===== src/rtl/mul_pkg.sv =====
package mul_pkg;
  typedef enum logic [0:0] {
    ST_IDLE = 1'b0,
    ST_RUN  = 1'b1
  } mul_state_t;
endpackage


===== src/rtl/mul_ctrl.sv =====
module mul_ctrl #(
  parameter int W = 32
) (
  input  logic clk,
  input  logic rst,
  input  logic start,
  output logic load,
  output logic step,
  output logic busy,
  output logic done
);
  import mul_pkg::*;

  localparam int CW = $clog2(W) + 1;
  localparam logic [CW-1:0] LAST = CW'(W - 1);

  mul_state_t      state;
  logic [CW-1:0]   iter;
  logic            last;

  assign busy = (state == ST_RUN);
  assign load = start && !busy;
  assign step = busy;
  assign last = (iter == LAST);

  always_ff @(posedge clk) begin
    if (rst) begin
      state <= ST_IDLE;
      iter  <= '0;
      done  <= 1'b0;
    end else begin
      done <= step && last;
      if (load) begin
        state <= ST_RUN;
        iter  <= '0;
      end else if (step) begin
        iter <= iter + 1'b1;
        if (last) state <= ST_IDLE;
      end
    end
  end
endmodule


===== src/rtl/mul_adder.sv =====
module mul_adder #(
  parameter int W = 32
) (
  input  logic [W-1:0] x,
  input  logic [W-1:0] y,
  output logic [W:0]   sum
);
  assign sum = {1'b0, x} + {1'b0, y};
endmodule


===== src/rtl/mul_datapath.sv =====
module mul_datapath #(
  parameter int W = 32
) (
  input  logic         clk,
  input  logic         rst,
  input  logic         load,
  input  logic         step,
  input  logic [W-1:0] mcand_in,
  input  logic [W-1:0] mplier_in,
  output logic [2*W-1:0] prod
);
  logic [W-1:0] mcand_q;
  logic [W-1:0] addend;
  logic [W:0]   upper_sum;

  assign addend = prod[0] ? mcand_q : '0;

  mul_adder #(.W(W)) u_add (
    .x   (prod[2*W-1:W]),
    .y   (addend),
    .sum (upper_sum)
  );

  always_ff @(posedge clk) begin
    if (rst) begin
      mcand_q <= '0;
      prod    <= '0;
    end else if (load) begin
      mcand_q <= mcand_in;
      prod    <= {{W{1'b0}}, mplier_in};
    end else if (step) begin
      prod <= {upper_sum, prod[W-1:1]};
    end
  end
endmodule


===== src/rtl/seq_mul.sv =====
module seq_mul #(
  parameter int W = 32
) (
  input  logic           clk,
  input  logic           rst,
  input  logic           start,
  input  logic [W-1:0]   multiplicand,
  input  logic [W-1:0]   multiplier,
  output logic           busy,
  output logic           done,
  output logic [2*W-1:0] product
);
  logic load;
  logic step;

  mul_ctrl #(.W(W)) u_ctrl (
    .clk   (clk),
    .rst   (rst),
    .start (start),
    .load  (load),
    .step  (step),
    .busy  (busy),
    .done  (done)
  );

  mul_datapath #(.W(W)) u_dp (
    .clk       (clk),
    .rst       (rst),
    .load      (load),
    .step      (step),
    .mcand_in  (multiplicand),
    .mplier_in (multiplier),
    .prod      (product)
  );
endmodule


===== config.mk =====
export PLATFORM = sky130hd
export DESIGN_NAME = seq_mul
export DESIGN_NICKNAME = d
export VERILOG_FILES = /design/src/rtl/mul_pkg.sv /design/src/rtl/mul_ctrl.sv /design/src/rtl/mul_adder.sv /design/src/rtl/mul_datapath.sv /design/src/rtl/seq_mul.sv
export SDC_FILE = /design/constraint.sdc
export NUM_CORES = 1
export LEC_CHECK = 0
export ABC_AREA = 0
export BUFFER_PORTS_ARGS = -buffer_cell sky130_fd_sc_hd__buf_2
export CAP_MARGIN = 10
export CORE_ASPECT_RATIO = 1.25
export CORE_MARGIN = 1
export CORE_UTILIZATION = 55
export DETAILED_ROUTE_END_ITERATION = 6
export PLACE_DENSITY = 0.89
export SYNTH_ARGS = -nofsm -noshare
export SYNTH_HDL_FRONTEND = slang
export SYNTH_SLANG_ARGS = --single-unit
export TNS_END_PERCENT = 5

===== constraint.sdc =====
create_clock -name clk -period 4.08 [get_ports clk]
set_clock_uncertainty 0.15 [all_clocks]
set_input_delay 0.612 -clock clk [delete_from_list [all_inputs] [get_ports clk]]
set_output_delay 0.612 -clock clk [all_outputs]
set_load 0.01 [all_outputs]

==> results of run 1 <==
critical path, stage by stage, from the launching register on:
cell       delay, ns
dfxtp_1         0.33
and2_1          0.14
ha_1            0.21
fa_1            0.43
a211oi_1        0.32
o21ai_1         0.16
a2111oi_1       0.51
o21ba_2         0.25
o211ai_1        0.14
a311o_1         0.39
xnor2_1         0.13
o21ai_1         0.07
cells by family after synthesis:
family	Yosys count	share of synthesized area, %
mux	50	8.503
fa+ha+maj	34	7.356
flops	104	35.37
xor+xnor	32	4.762
compound gates	182	19.35
simple gates	285	21.36
buf+inv	50	3.295
metrics by stage:
stage	utilization, %	total power, uW	hold WS, ns	area [um2]	setup slack, ns
global placement	64.17	1356	0.2878	6584	0.7724
floorplan	-	1272	0.2817	5886	0.7956
global route	66.96	2285	0.3185	6870	0.5215
CTS	66.96	2203	0.3015	6870	0.7146
detailed placement	64.17	1364	0.2922	6584	0.7194
finish	66.96	2195	0.3003	6870	0.7262
cell type report:
type / instances / area [um2] / share of cell area (%)
Multi-Input combinational cell: 583 / 3612 / 52.58
Sequential cell: 104 / 2086 / 30.36
Timing Repair Buffer: 139 / 713.2 / 10.38
Clock buffer: 11 / 242.7 / 3.533
Tap cell: 129 / 161.4 / 2.349
Clock inverter: 3 / 43.79 / 0.6374
Inverter: 3 / 11.26 / 0.1639
layer usage:
metal,global-route usage (%),part of all wire [%]
met5,0,0
met4,8.144,1.6
met3,6.977,6.4
met2,45.88,49
met1,31.82,43
final timing paths:
path	start	to	slack, ns	cells after the start
min	u_dp.mcand_q[30]$_SDFFE_PP0P_	u_dp.mcand_q[30]$_SDFFE_PP0P_	0.30	2
max	u_dp.prod[0]$_SDFFE_PP0P_	u_dp.prod[61]$_SDFFE_PP0P_	0.73	11
max reg2reg	u_dp.prod[0]$_SDFFE_PP0P_	u_dp.prod[61]$_SDFFE_PP0P_	0.73	11
min reg2reg	u_dp.mcand_q[30]$_SDFFE_PP0P_	u_dp.mcand_q[30]$_SDFFE_PP0P_	0.30	2
state kept, by name, indices dropped and copies added (netlist names):
name,count
u_ctrl.done,1
u_dp.mcand_q,32
u_ctrl.busy,1
u_dp.prod,64
u_ctrl.iter,6
power by group through the flow:
stage          Clock [uW]  Sequential, uW  Combinational [uW]
2_1_floorplan           0            1110                 160
3_3_place_gp            0            1130                 230
3_5_place_dp            0            1130                 237
4_1_cts               860            1110                 238
5_1_grt               910            1110                 263
6_report              853            1110                 237
placed cells by master (no fill, tap or decap), types with 2 or more instances in the layout:
master	instances
a41oi_1	2
and2_1	35
inv_1	3
a211oi_1	5
nor2b_1	4
a31oi_1	3
o21ai_1	16
nand2_1	98
buf_4	7
a2111oi_1	2
nor3_1	5
o31ai_1	2
a21oi_1	95
o22ai_1	3
a21o_1	19
o21bai_1	6
a311o_1	2
o21ai_0	6
ha_1	33
nand4_1	7
o211ai_1	3
nand3_1	9
xnor2_1	14
clkbuf_16	9
nor2_1	107
dfxtp_1	103
buf_2	132
mux2i_1	50
and3_1	8
nand2b_1	7
xor2_1	18
==> results.sh, run 1 <==
export IMPL_hold_viol=0
export IMPL_power_leakage_uw=0.003307
export IMPL_dieArea_um2=11120
export IMPL_cts_root_buf="clkbuf_16"
export IMPL_synth_top_cell_area_share_pct=35.37
export IMPL_area_growth_pct=16.73
export IMPL_antenna_left=0
export IMPL_grt_pass1_wl_um=23610
export IMPL_initialDrtViolationCount=207
export IMPL_outcome="completed"
export IMPL_numCtsBuffers=9
export IMPL_core_area_um2=10260
export IMPL_die_y_um=117.7
export IMPL_fin_tns_setup_ns=0
export IMPL_netlist_instances=737
export IMPL_yosysTopAreaCell="dfxtp_1"
export IMPL_htreeDepth=3
export IMPL_syn_num_nets=838
export IMPL_yosysMostFrequentCell="nor2_1"
export IMPL_syn_area_um2=5886
export IMPL_synth_area_leaders="dfxtp_1 (35%), mux2i_1 (8.5%), a21oi_1 (8.1%)"
export IMPL_maxCapViolations=0
export IMPL_min_path_type="reg -> reg"
export IMPL_path_class="reg -> reg"
export IMPL_clockBufferDepth=2
export IMPL_num_io_pins=133
export IMPL_worst_pin_slew_ns=1.139
export IMPL_track_usage_pct=26.63
export IMPL_finalCritPeriodShare_pct=82.20
export IMPL_drtPass1Iterations=5
export IMPL_pwr_share_seq_pct=50.4
export IMPL_clk_pin_slew_ns=0.07
export IMPL_hpwl_um=10670
export IMPL_grt_max_degree=101
export IMPL_drive_above_1_share_pct=18.86
export IMPL_row_count=41
export IMPL_routedWlPerCell_um=15.08
export IMPL_synth_cell_types=54
export IMPL_cts_tree="done"
export IMPL_post_route_min_period_ns=3.354
export IMPL_fillers=885
export IMPL_wl_um=14650
export IMPL_switching_power_uw=546.3
export IMPL_portBuffers=132
export IMPL_setup_viol=0
export IMPL_yosysWarnings=0
export IMPL_p_int_uw=1649
export IMPL_gp_congestion=0.9032
export IMPL_hold_buffers=0
export IMPL_dieWidth_um=94.53
export IMPL_pwr_share_clk_pct=38.8
export IMPL_drc_errors=0
export IMPL_end_kind="flop"
export IMPL_cp_arrival_ns=3.42
export IMPL_cp_max_fo=4
export IMPL_grt_pass1_vias=5151
export IMPL_num_antenna_cells=0
export IMPL_yosysSeqAreaShare_pct=35.37
export IMPL_dp_cells=958
export IMPL_required_ns=4.15
export IMPL_start_kind="flop"
export IMPL_grt_overflow=0
export IMPL_cts_sinks=104
export IMPL_powerDensity_nw_per_um2=319.6
export IMPL_ys_ff_latch=104
export IMPL_via_per_inst=5.698
export IMPL_rsz0062_at_grt="no"
export IMPL_max_freq_mhz=298.2
export IMPL_peakVddDrop_uv=235.8
export IMPL_drv_slew=0
export IMPL_max_slew_margin_rel_pct=24.08
export IMPL_synthArstFlopShare_pct=0
export IMPL_syn_area_per_cell_um2=7.986
export IMPL_antenna_found_initial=0
export IMPL_synth_edff_count=0
export IMPL_fin_cells=972
export IMPL_cts_setup_buffers=0
export IMPL_netlist_top_cells_count="nor2_1 (107), dfxtp_1 (104), nand2_1 (98), a21oi_1 (95), mux2i_1 (50)"
export IMPL_fin_nets=941
export IMPL_cts_resized=0
export IMPL_p_comb_share_pct=10.8
export IMPL_vias=5538
export IMPL_clock_latency_ns=0.35
export IMPL_p_sw_share_pct=24.88
export IMPL_initial_core_util_pct=57.37
export IMPL_dominantRegCellSynth="dfxtp_1"
(Power assumes the default switching activity.)
==> inputs of run 2 (changes only) <==
ABC_AREA = 1   (was 0)
CORE_UTILIZATION = 51   (was 55)
PLACE_DENSITY = 0.85   (was 0.89)
clock period = 2.8 ns   (was 4.08 ns; I/O delays follow)
==> results.sh, run 2 <==
export IMPL_htreeDepth=3
export IMPL_cts_root_buf="clkbuf_16"
export IMPL_start_kind="flop"
export IMPL_cp_arrival_ns=2.58
export IMPL_fin_nets=1378
export IMPL_peakVddDrop_uv=281.1
export IMPL_track_usage_pct=27.90
export IMPL_fillers=1369
export IMPL_gp_congestion=0.9511
export IMPL_yosysTopAreaCell="dfxtp_1"
export IMPL_outcome="completed"
export IMPL_end_kind="flop"
export IMPL_syn_num_nets=1261
export IMPL_core_area_um2=13170
export IMPL_cts_setup_buffers=0
export IMPL_drive_above_1_share_pct=14.20
export IMPL_fin_ws_ns=0.3319
export IMPL_hpwl_um=14030
export IMPL_drc_errors=0
export IMPL_syn_area_um2=6859
export IMPL_synth_edff_count=0
export IMPL_largest_register="u_dp.prod"
export IMPL_cts_sinks=104
export IMPL_die_y_um=131.7
export IMPL_row_count=47
export IMPL_vias=7202
export IMPL_critPathMaxStageDelay_ns=0.45
export IMPL_finalCritPeriodShare_pct=88.15
export IMPL_path_class="reg -> reg"
export IMPL_netlist_instances=1160
export IMPL_final_common_cell="nand2_1"
export IMPL_cts_tree="done"
export IMPL_initial_core_util_pct=52.07
export IMPL_dominantRegCellSynth="dfxtp_1"
export IMPL_grt_overflow=0
export IMPL_grt_max_degree=57
export IMPL_powerDensity_nw_per_um2=439.9
export IMPL_synth_cell_types=30
export IMPL_clock_latency_ns=0.36
export IMPL_crit_path_frequent_cell="nand3_1"
export IMPL_worst_pin_slew_ns=0.6127
export IMPL_cp_slowest_cell="fa_1"
export IMPL_grt_pass1_vias=6798
export IMPL_hold_viol=0
export IMPL_power_leakage_uw=0.004968
export IMPL_drv_slew=0
export IMPL_max_freq_mhz=405.2
export IMPL_syn_area_per_cell_um2=5.913
export IMPL_largest_register_ffs=64
export IMPL_initialDrtViolationCount=389
export IMPL_maxCapViolations=0
export IMPL_max_slew_margin_rel_pct=59.15
export IMPL_cts_resized=0
export IMPL_final_util_pct=60.29
export IMPL_antenna_found_initial=0
export IMPL_setup_viol=0
export IMPL_hold_buffers=0
export IMPL_netlist_top_cells_count="nand2_1 (341), inv_1 (239), nor2_1 (174), dfxtp_1 (104)"
export IMPL_cp_max_fo=12
export IMPL_required_ns=2.91
export IMPL_dpl_worst_slack_ns=0.3829
export IMPL_rsz0062_at_grt="no"
export IMPL_drtPass1Iterations=5
export IMPL_routedWlPerCell_um=12.73
export IMPL_top_regs="u_dp.prod (64), u_dp.mcand_q (32), u_ctrl.iter (6)"
export IMPL_total_power_uw=3493
export IMPL_clk_pin_slew_ns=0.08
export IMPL_mostFrequentLayoutCells="nand2_1 (341), inv_1 (239), nor2_1 (174)"
export IMPL_ys_ff_latch=104
export IMPL_area_growth_pct=15.78
export IMPL_synth_area_leaders="dfxtp_1 (30%), nand2_1 (19%), inv_1 (13%)"
export IMPL_yosysWarnings=0
export IMPL_portBuffers=132
export IMPL_grt_pass1_wl_um=31320
export IMPL_path_cells="buf_4, nand2_1, inv_1, ha_1, fa_1, nand3_1, nand3_1, nand3_1, nand3_1, nand3_1, nand2_1, nand2_1, nand3_1, nand2_1, inv_1"
export IMPL_yosysMostFrequentCell="nand2_1"
export IMPL_synth_top_cell_area_share_pct=30.35
export IMPL_fin_tns_setup_ns=0
export IMPL_dieArea_um2=13920
export IMPL_numCtsBuffers=9
export IMPL_num_io_pins=133
export IMPL_dieWidth_um=105.7
export IMPL_antenna_left=0
export IMPL_min_path_type="in -> reg"
export IMPL_synthArstFlopShare_pct=0
export IMPL_wl_um=18500
export IMPL_yosysSeqAreaShare_pct=30.35
export IMPL_clockBufferDepth=2
export IMPL_num_antenna_cells=0
export IMPL_post_route_min_period_ns=2.468
export IMPL_via_per_inst=4.957
run 2: worst max-delay path: cells and delay by family, from the launching register on:
kind          cells  cell delay [ns]
buf+inv           3             0.25
simple gates     10             0.99
flops             1             0.31
fa+ha+maj         2             0.67
run 2: through the flow:
step | cell area (um2) | cells | hold slack [ns]
global placement | 7639 | 1437 | 0.3230
CTS | 7941 | 1453 | 0.1271
global route | 7941 | 1453 | 0.1412
detailed placement | 7639 | 1437 | 0.3404
floorplan | 6859 | 1160 | 0.2840
finish | 7941 | 1453 | 0.1305
run 2: cell type report:
cell class | instances | area [um2] | area share, %
inverters | 243 | 912.1 | 11.49
clock inverters | 7 | 77.57 | 0.9768
flip-flops and latches | 104 | 2083 | 26.23
well taps | 171 | 214.0 | 2.694
repair buffers | 144 | 763.2 | 9.611
multi-input cells | 775 | 3666 | 46.16
clock buffers | 9 | 225.2 | 2.836
run 2: per-layer routing:
metal / up-vias / global-route usage, % / share of wire, %
met4: 0 / 14.58 / 3.9
met2: 253 / 48.40 / 49
met5: - / 0 / 0
met3: 47 / 4.464 / 6.6
li1: 3716 / - / -
met1: 3186 / 32.67 / 41
run 2: kinds of logic (layout without fill, tap and decap cells):
| group | Yosys count | in the layout | share of synthesized area [%] |
|---|---|---|---|
| and+or+nand+nor | 612 | 612 | 36.12 |
| AOI/OAI and AO/OA | 115 | 115 | 9.230 |
| buffers and inverters | 281 | 403 | 16.20 |
| xor gates and xnor gates | 14 | 14 | 1.788 |
| adders and majority gates | 34 | 34 | 6.312 |
| DFF | 104 | 104 | 30.35 |
run 2: where the power goes:
| part | internal, uW | switching, uW |
|---|---|---|
| registers | 1570 | 63.1 |
| clock network | 704 | 602 |
| logic | 210 | 344 |
| total | 2480 | 1010 |
run 2: final timing paths:
kind                                start                       endpoint  slack [ns]  depth (start not counted)
max             u_dp.prod[0]$_SDFFE_PP0P_     u_dp.prod[51]$_SDFFE_PP0P_        0.33                         15
min                      multiplicand[26]  u_dp.mcand_q[26]$_SDFFE_PP0P_        0.13                          3
max reg2reg     u_dp.prod[0]$_SDFFE_PP0P_     u_dp.prod[51]$_SDFFE_PP0P_        0.33                         15
min reg2reg  u_dp.mcand_q[5]$_SDFFE_PP0P_   u_dp.mcand_q[5]$_SDFFE_PP0P_        0.35                          2
==> inputs of run 3 (changes only) <==
ABC_AREA = 0   (was 1)
CORE_UTILIZATION = 49   (was 51)
PLACE_DENSITY = 0.84   (was 0.85)
==> results.sh, run 3 (same netlist as run 1, synthesis figures left out) <==
export IMPL_routedWlPerCell_um=15.63
export IMPL_core_area_um2=11670
export IMPL_violations="negative setup slack"
export IMPL_largest_register="u_dp.prod"
export IMPL_cts_sinks=104
export IMPL_final_common_cell="buf_2"
export IMPL_rrSetupSlack_ns=-0.07
export IMPL_critPathMaxStageDelay_ns=0.37
export IMPL_vias=5905
export IMPL_maxCapViolations=0
export IMPL_grt_pass1_vias=5768
export IMPL_path_cells="and2_4, ha_4, fa_2, a211oi_4, o21ai_2, a2111oi_4, o21ba_2, o211ai_1, a311o_1, xnor2_1, o21ai_1"
export IMPL_drv_slew=0
export IMPL_fin_nets=1009
export IMPL_rsz0062_at_grt="yes"
export IMPL_post_route_min_period_ns=2.872
export IMPL_end_kind="flop"
export IMPL_cp_slowest_cell="fa_2"
export IMPL_max_freq_mhz=348.2
export IMPL_initialDrtViolationCount=242
export IMPL_hold_buffers=0
export IMPL_top_regs="u_dp.prod (64), u_dp.mcand_q (32), u_ctrl.iter (6)"
export IMPL_dieArea_um2=12460
export IMPL_clock_latency_ns=0.35
export IMPL_max_slew_margin_rel_pct=56.29
export IMPL_die_y_um=124.5
export IMPL_powerDensity_nw_per_um2=422.7
export IMPL_wl_um=16780
export IMPL_crit_start="u_dp.prod[0]$_SDFFE_PP0P_"
export IMPL_timing_hold_ws_ns=0.1493
export IMPL_required_ns=2.86
export IMPL_final_util_pct=66.33
export IMPL_outcome="finished, violations left"
export IMPL_track_usage_pct=26.67
export IMPL_drc_errors=0
export IMPL_num_io_pins=133
export IMPL_power_leakage_uw=0.003650
export IMPL_initial_core_util_pct=50.43
export IMPL_row_count=44
export IMPL_mostFrequentLayoutCells="buf_2 (132), nor2_1 (107), dfxtp_1 (102)"
export IMPL_portBuffers=132
export IMPL_num_antenna_cells=0
export IMPL_setup_viol=3
export IMPL_fin_ws_ns=-0.07178
export IMPL_grt_max_degree=50
export IMPL_via_per_inst=5.498
export IMPL_drive_above_1_share_pct=29.57
export IMPL_total_power_uw=3272
export IMPL_antenna_found_initial=0
export IMPL_worst_pin_slew_ns=0.6557
export IMPL_finalCritPeriodShare_pct=102.6
export IMPL_drtPass1Iterations=5
export IMPL_path_class="reg -> reg"
export IMPL_peakVddDrop_uv=300.7
export IMPL_hold_viol=0
export IMPL_htreeDepth=3
export IMPL_grt_pass1_wl_um=26720
export IMPL_hpwl_um=11890
export IMPL_gp_congestion=0.9420
export IMPL_cts_root_buf="clkbuf_16"
export IMPL_r2r_start="u_dp.prod[0]$_SDFFE_PP0P_"
export IMPL_fillers=948
export IMPL_hp_start="multiplicand[24]"
export IMPL_min_path_type="in -> reg"
export IMPL_antenna_left=0
export IMPL_clk_pin_slew_ns=0.07
export IMPL_cp_arrival_ns=2.94
export IMPL_dieWidth_um=100.0
export IMPL_cp_max_fo=4
export IMPL_clockBufferDepth=2
export IMPL_cts_tree="done"
export IMPL_area_growth_pct=31.53
export IMPL_start_kind="flop"
export IMPL_largest_register_ffs=64
export IMPL_numCtsBuffers=9
export IMPL_grt_overflow=0
[run 3: repair_timing]
item / in CTS / in global routing
cloned: 0 / 0
setup endpoints to repair: 6 / 19
gates resized for setup: 10 / 26
setup buffers: 5 / 1
pin swaps: 19 / 12
[run 3: final timing paths]
kind	end	cells after the start
setup / recovery	u_dp.prod[61]$_SDFFE_PP0P_	11
hold / removal	u_dp.mcand_q[24]$_SDFFE_PP0P_	3
setup reg to reg	u_dp.prod[61]$_SDFFE_PP0P_	11
hold reg to reg	u_dp.mcand_q[29]$_SDFFE_PP0P_	2
[run 3: layout make-up]
| cell class | count | area (um2) | area share [%] |
|---|---|---|---|
| Sequential cell | 104 | 2090 | 26.99 |
| Clock buffer | 9 | 225.2 | 2.909 |
| Tap cell | 161 | 201.4 | 2.602 |
| Multi-Input combinational cell | 583 | 3904 | 50.43 |
| Timing Repair Buffer | 207 | 1240 | 16.02 |
| Inverter | 3 | 11.26 | 0.1455 |
| Clock inverter | 7 | 70.07 | 0.9051 |
[run 3: power breakdown]
| part | switching, uW | internal, uW | total [uW] |
|---|---|---|---|
| sequential | 55.7 | 1540 | 1590 |
| clock | 587 | 696 | 1280 |
| combinational | 219 | 175 | 395 |
[run 3: routing by layer]
layer  GRT usage [%]  up-vias  share of wire, %
met5               0        -                 0
met3           5.107       44               6.0
li1                -     2896                 -
met4           12.28        0               3.2
met2           47.75      196                51
met1           30.04     2769                40
[run 3: critical path, delay by kind of cell (launching register included)]
| kind | cells | cell delay [ns] |
|---|---|---|
| compound gates | 7 | 1.42 |
| xor+xnor | 1 | 0.14 |
| fa+ha+maj | 2 | 0.52 |
| flops | 1 | 0.36 |
| simple gates | 1 | 0.14 |
[run 3: through the flow]
| stage | setup WS, ns | setup TNS [ns] | cell area [um2] | instances |
|---|---|---|---|---|
| final | -0.07178 | -0.1125 | 7741 | 1074 |
| after global routing | -0.1870 | -1.084 | 7741 | 1074 |
| after CTS | -0.1579 | -0.3986 | 7560 | 1073 |
| after detailed placement | -0.2176 | -0.6256 | 7149 | 1052 |
| after global placement | -0.1224 | -0.2543 | 7149 | 1052 |
| after floorplan | -0.1811 | -0.4326 | 5957 | 737 |
